[config.mk]
export PLATFORM = sky130hd
export DESIGN_NAME = vec_pred_setter
export DESIGN_NICKNAME = d
export VERILOG_FILES = /design/src/rtl/vps_pkg.sv /design/src/rtl/vps_swizzle.sv /design/src/rtl/vps_lane_rel.sv /design/src/rtl/vps_pred_reg.sv /design/src/rtl/vec_pred_setter.sv
export SDC_FILE = /design/constraint.sdc
export NUM_CORES = 1
export LEC_CHECK = 0
export BUFFER_PORTS_ARGS = -buffer_cell sky130_fd_sc_hd__buf_2
export CAP_MARGIN = 0
export CORE_ASPECT_RATIO = 1.4
export CORE_MARGIN = 1
export CORE_UTILIZATION = 45
export CTS_CLUSTER_DIAMETER = 30
export CTS_CLUSTER_SIZE = 20
export DETAILED_ROUTE_END_ITERATION = 8
export PLACE_DENSITY = 0.74
export SYNTH_ARGS = -nofsm -noshare
export SYNTH_HDL_FRONTEND = slang
export SYNTH_SLANG_ARGS = --single-unit
[constraint.sdc]
create_clock -name clk -period 3.2 [get_ports clk]
set_clock_uncertainty 0.1 [all_clocks]
set_input_delay 0.32 -clock clk [delete_from_list [all_inputs] [get_ports clk]]
set_output_delay 0.32 -clock clk [all_outputs]
set_load 0.005 [all_outputs]
[src/rtl/vps_pkg.sv]
package vps_pkg;

   // Relation codes carried on rel_op
   typedef logic [2:0] rel_op_t;
   localparam rel_op_t REL_GT = 3'd0;
   localparam rel_op_t REL_LT = 3'd1;
   localparam rel_op_t REL_GE = 3'd2;
   localparam rel_op_t REL_LE = 3'd3;
   localparam rel_op_t REL_EQ = 3'd4;
   localparam rel_op_t REL_NE = 3'd5;

   // Width of one lane selector for a given lane count
   function automatic int sel_w(input int lanes);
      return (lanes > 1) ? $clog2(lanes) : 1;
   endfunction

   function automatic logic rel_is_legal(input rel_op_t op);
      return (op <= REL_NE);
   endfunction

endpackage

[src/rtl/vps_swizzle.sv]
module vps_swizzle #(
   parameter int LANES  = 4,
   parameter int DATA_W = 32,
   parameter int SEL_W  = 2
) (
   input  logic [LANES*DATA_W-1:0] vec_in,
   input  logic [LANES*SEL_W-1:0]  sel,
   output logic [LANES*DATA_W-1:0] vec_out
);

   localparam bit POW2 = ((1 << SEL_W) == LANES);

   if (LANES < 1) begin : g_bad_lanes
      $error("vps_swizzle: LANES must be at least 1");
   end
   if ((1 << SEL_W) < LANES) begin : g_bad_sel
      $error("vps_swizzle: SEL_W too narrow for LANES");
   end

   for (genvar i = 0; i < LANES; i++) begin : g_lane
      logic [SEL_W-1:0] pick;
      assign pick = sel[i*SEL_W +: SEL_W];
      if (POW2) begin : g_direct
         // every selector value names a real lane
         assign vec_out[i*DATA_W +: DATA_W] = vec_in[int'(pick)*DATA_W +: DATA_W];
      end else begin : g_guarded
         // out-of-range selectors fall back to lane 0
         always_comb begin
            vec_out[i*DATA_W +: DATA_W] = vec_in[DATA_W-1:0];
            for (int k = 1; k < LANES; k++) begin
               if (int'(pick) == k) vec_out[i*DATA_W +: DATA_W] = vec_in[k*DATA_W +: DATA_W];
            end
         end
      end
   end

endmodule

[src/rtl/vps_lane_rel.sv]
module vps_lane_rel
   import vps_pkg::*;
#(
   parameter int DATA_W     = 32,
   parameter bit SIGNED_CMP = 1'b1
) (
   input  logic [DATA_W-1:0] a,
   input  logic [DATA_W-1:0] b,
   input  rel_op_t           op,
   output logic              res
);

   logic lt;
   logic eq;

   if (DATA_W < 1) begin : g_bad_w
      $error("vps_lane_rel: DATA_W must be at least 1");
   end

   if (SIGNED_CMP) begin : g_signed
      assign lt = ($signed(a) < $signed(b));
   end else begin : g_unsigned
      assign lt = (a < b);
   end

   assign eq = (a == b);

   always_comb begin
      unique case (op)
         REL_GT:  res = !lt && !eq;
         REL_LT:  res = lt;
         REL_GE:  res = !lt;
         REL_LE:  res = lt || eq;
         REL_EQ:  res = eq;
         REL_NE:  res = !eq;
         default: res = 1'b0;
      endcase
   end

endmodule

[src/rtl/vps_pred_reg.sv]
module vps_pred_reg #(
   parameter int               LANES     = 4,
   parameter logic [LANES-1:0] RESET_VAL = '0
) (
   input  logic             clk,
   input  logic             rst,
   input  logic             wr_en,
   input  logic [LANES-1:0] mask,
   input  logic [LANES-1:0] d,
   output logic [LANES-1:0] q
);

   if (LANES < 1) begin : g_bad_lanes
      $error("vps_pred_reg: LANES must be at least 1");
   end

   always_ff @(posedge clk) begin
      if (rst) begin
         q <= RESET_VAL;
      end else if (wr_en) begin
         q <= (q & ~mask) | (d & mask);
      end
   end

   // reset drives the stored bits to the reset value
   a_r1_reset_clears: assert property (@(posedge clk)
      rst |=> (q == RESET_VAL));

   // disabled lanes keep their bits across a write
   a_r6_mask_keeps: assert property (@(posedge clk) disable iff (rst)
      wr_en |=> ((q & ~$past(mask)) == ($past(q) & ~$past(mask))));

   // no write, no change
   a_r7_hold_idle: assert property (@(posedge clk) disable iff (rst)
      !wr_en |=> $stable(q));

endmodule

[src/rtl/vec_pred_setter.sv]
module vec_pred_setter
   import vps_pkg::*;
#(
   parameter int               LANES      = 4,
   parameter int               DATA_W     = 32,
   parameter bit               SIGNED_CMP = 1'b1,
   parameter logic [LANES-1:0] RESET_PRED = '0
) (
   input  logic                           clk,
   input  logic                           rst,
   input  logic                           issue,
   input  logic [2:0]                     rel_op,
   input  logic [LANES*DATA_W-1:0]        src_a,
   input  logic [LANES*DATA_W-1:0]        src_b,
   input  logic [LANES*sel_w(LANES)-1:0]  lane_sel_a,
   input  logic [LANES*sel_w(LANES)-1:0]  lane_sel_b,
   input  logic [LANES-1:0]               wr_mask,
   output logic [LANES-1:0]               pred,
   output logic                           bad_op
);

   localparam int SEL_W = sel_w(LANES);
   localparam int VEC_W = LANES * DATA_W;

   if (LANES < 1 || LANES > 64) begin : g_bad_lanes
      $error("vec_pred_setter: LANES out of range 1..64");
   end
   if (DATA_W < 2) begin : g_bad_w
      $error("vec_pred_setter: DATA_W must be at least 2");
   end

   logic [VEC_W-1:0] ra;
   logic [VEC_W-1:0] rb;
   logic [LANES-1:0] lane_res;
   logic             op_ok;
   logic             wr_en;

   vps_swizzle #(.LANES(LANES), .DATA_W(DATA_W), .SEL_W(SEL_W)) u_swz_a (
      .vec_in (src_a),
      .sel    (lane_sel_a),
      .vec_out(ra)
   );

   vps_swizzle #(.LANES(LANES), .DATA_W(DATA_W), .SEL_W(SEL_W)) u_swz_b (
      .vec_in (src_b),
      .sel    (lane_sel_b),
      .vec_out(rb)
   );

   for (genvar i = 0; i < LANES; i++) begin : g_cmp
      vps_lane_rel #(.DATA_W(DATA_W), .SIGNED_CMP(SIGNED_CMP)) u_rel (
         .a  (ra[i*DATA_W +: DATA_W]),
         .b  (rb[i*DATA_W +: DATA_W]),
         .op (rel_op),
         .res(lane_res[i])
      );
   end

   assign op_ok  = rel_is_legal(rel_op);
   assign wr_en  = issue && op_ok;
   assign bad_op = issue && !op_ok;

   vps_pred_reg #(.LANES(LANES), .RESET_VAL(RESET_PRED)) u_pred (
      .clk  (clk),
      .rst  (rst),
      .wr_en(wr_en),
      .mask (wr_mask),
      .d    (lane_res),
      .q    (pred)
   );

   // an unassigned code leaves the predicate alone
   a_r8_illegal_no_write: assert property (@(posedge clk) disable iff (rst)
      (issue && (rel_op > REL_NE)) |=> $stable(pred));

   // enabled lanes carry the lane compare results after the issuing edge
   a_r9_enabled_take_result: assert property (@(posedge clk) disable iff (rst)
      (issue && (rel_op <= REL_NE)) |=>
         ((pred & $past(wr_mask)) == ($past(lane_res) & $past(wr_mask))));

endmodule

==> summary.md <==
| Metric | Value |
|---|---|
| Critical path launch point type | `primary input` |
| Worst skew pair latency | `0.22 ns` |
| Nets | `1611` |
| Slew Viols, Final | `0` |
| Post-synth top area share | `0.584` |
| Min-delay src | `rst` |
| WS Path Type | `primary input to flop` |
| DRT Wirelength | `36.6 mm` |
| Final setup vio count | `0` |
| Period utilization | `0.977` |
| Max-cap violations | `0` |
| Crit-path max cell delay | `0.55 ns` |
| Cell count of the worst reg-to-reg path | `4` |
| R2R setup slack | `1.93 ns` |
| Sequential area share after synthesis | `0.00811` |
| Net Count, Synth | `1260` |
| Number of synthesized flops with an enable pin | `0` |
| Critical path endpoint category | `flop` |
| Outcome | `finished, final reports clean` |
| Synth Register Bits | `4` |
| Synthesized area | `9870 um2` |
| Area grow syn2layout | `30.6%` |
| Vias | `10.1k` |
| Full die area | `22500 um2` |
| Routability-driven placement congestion ratio | `0.966` |
| Slew headroom | `0.593` |
| Worst setup startpoint | `lane_sel_b[2]` |
| Core Util, Final | `0.603` |
| Final Critical Period | `3.13 ns` |
| Slew @ Worst Pin | `0.609 ns` |
| CP dominant cell by count | `buf_4` |
| Die Ht | `177 um` |
| Power Density | `201 nW/um2` |
| Worst-path fanout max | `4` |
| Starting Density | `0.462` |
| CTS tree | `yes` |
| Cells along the critical path | `buf_6, clkbuf_16, buf_8, buf_4, buf_4, mux4_2, inv_2, ha_4, nand4_1, buf_4, nor4_4, buf_4, a311oi_2, or4_4, o211ai_2` |
| Initial antenna violation count | `5` |
| Routed wire per std cell | `24.5 um` |
| Die width | `127 um` |
| Port Buffers | `286` |
| Vias per cell | `6.77` |
| Worst-path clk slew | `0.03 ns` |
| CTS Buf Count | `3` |
| Remaining global-route overflow | `0` |
| Fmax | `0.320 GHz` |
| Fin. Hold Viols | `0` |
| Global Route Usage Sum | `0.325` |
| Async S/R FF share, synth | `0` |
| Largest net degree at the start of global routing | `33` |
| I/O pin cnt | `287` |
| Critical Path Slowest Stage Cell | `or4_4` |
| WP data required | `3.25 ns` |
| Layout cells sized above 1 | `0.575` |
| CTS Sinks | `4` |
| Min Hold Slack | `0.288 ns` |
| Arrival time worst endpoint | `3.18 ns` |
| # DRC | `0` |
| Global-route wire length before repair | `54.7 mm` |
| Num rows | `63` |
| Area contributors post-synth | `mux4_2, ha_1, inv_1` |
| Peak supply drop | `196 uV` |
| Bufs on Longest Clock Path | `2` |
| Core Area | `21400 um2` |
| Synth Area per Inst | `11.6 um2` |
| DRT iter0 DRCs | `740` |
| Synth Warn # | `0` |
| Post-Syn Instances | `850` |
| Hold buffers post-CTS | `0` |
| Root Buffer | `clkbuf_16` |
| Synth cell types | `60` |
| Cell taking the most area after synthesis | `mux4_2` |
| Vias in the first global route | `10.5k` |
| First drt pass iteration count | `5` |
| Detail Route Antenna Nets | `0` |
| Leak Pwr | `5.80 nW` |
| Dominant synthesized flop cell | `dfxtp_1` |
| Hold Path Class | `primary input to flop` |
| HPWL after DPL | `30.9 mm` |
| H-tree depth | `1` |
synth_stat cells (all sizes together) (6+ instances only):
library cell,count
mux4,256
nor2,20
o21ai,17
nor3,6
a21o,10
nor4,10
clkbuf,24
nand4,31
nand2,25
o211ai,7
ha,128
buf,33
inv,135
a21oi,55
nand3,17
nor2b,7
routing by layer:
layer | part of all wire | track usage | routed length, um | vias to the layer above
met5 | 0 | 0 | 0 | -
met4 | 0.087 | 0.245 | 3170 | 0
met3 | 0.075 | 0.0399 | 2740 | 192
met2 | 0.53 | 0.596 | 19300 | 672
met1 | 0.31 | 0.337 | 11500 | 4976
li1 | - | - | - | 4292
worst max-delay path: cells and delay by family:
kind            cells  cell delay, ns
mux                 1            0.49
fa+ha+maj           1            0.13
simple gates        3            1.01
compound gates      2            0.16
buf+inv             8            1.07
final cells by class:
class                           instances  area (um2)
Multi-Input combinational cell        653        9110
Fill cell                            1779        8470
Timing Repair Buffer                  403        2730
Inverter                              136         510
Tap cell                              292         365
Sequential cell                         4        80.1
Clock buffer                            3        75.1
Antenna cell                            6        15.0
worst min path at each step:
stage,end,slack (ns),depth (start not counted)
after detailed placement,flop,0.51,2
final,flop,0.29,2
after global placement,flop,0.51,2
after CTS,flop,0.28,2
after floorplan,flop,0.29,1
after global routing,flop,0.30,2
power breakdown:
group,switching (mW),internal [mW],total [mW]
clock network,0.0371,0.160,0.197
registers,0.00414,0.0549,0.0591
logic,1.13,1.21,2.34
total,1.17,1.42,2.59
cell usage in the layout, fill, tap and decap left out, types with 16 or more instances in the layout:
| cell type | count |
|---|---|
| a21oi_1 | 54 |
| nand3_1 | 17 |
| buf_4 | 81 |
| nand2_1 | 25 |
| inv_1 | 134 |
| o21ai_0 | 16 |
| nor2_1 | 20 |
| nand4_1 | 30 |
| mux4_2 | 256 |
| ha_1 | 126 |
| buf_12 | 30 |
| buf_2 | 285 |
metrics by stage:
step	cells	setup WS, ns	setup TNS (ns)	instance area (um2)	total power [mW]
final	1497	0.0731	0	12900	2.59
after global routing	1494	-0.0155	-0.0266	12900	2.78
after CTS	1463	0.0258	0	12500	2.50
after detailed placement	1460	-0.195	-0.396	12400	2.29
after global placement	1460	-0.121	-0.250	12400	2.23
after floorplan	850	0.000718	0	9910	1.42
cell families (layout without fill, tap and decap cells):
group / Yosys count / count (layout) / synth area share
xor gates and xnor gates: 4 / 4 / 0.00355
other: 0 / 6 / 0
and+or+nand+nor: 134 / 134 / 0.0767
buffers and inverters: 193 / 542 / 0.0766
adders and majority gates: 128 / 128 / 0.162
AOI/OAI and AO/OA: 129 / 129 / 0.0863
DFF: 4 / 4 / 0.00811
muxes: 258 / 258 / 0.586
timing repair:
item                                    4_1_cts  5_1_grt
endpoints found under the setup margin        0        3
resized for setup                             0       25
setup buffers                                 0       27
(Power assumes the default switching activity.)
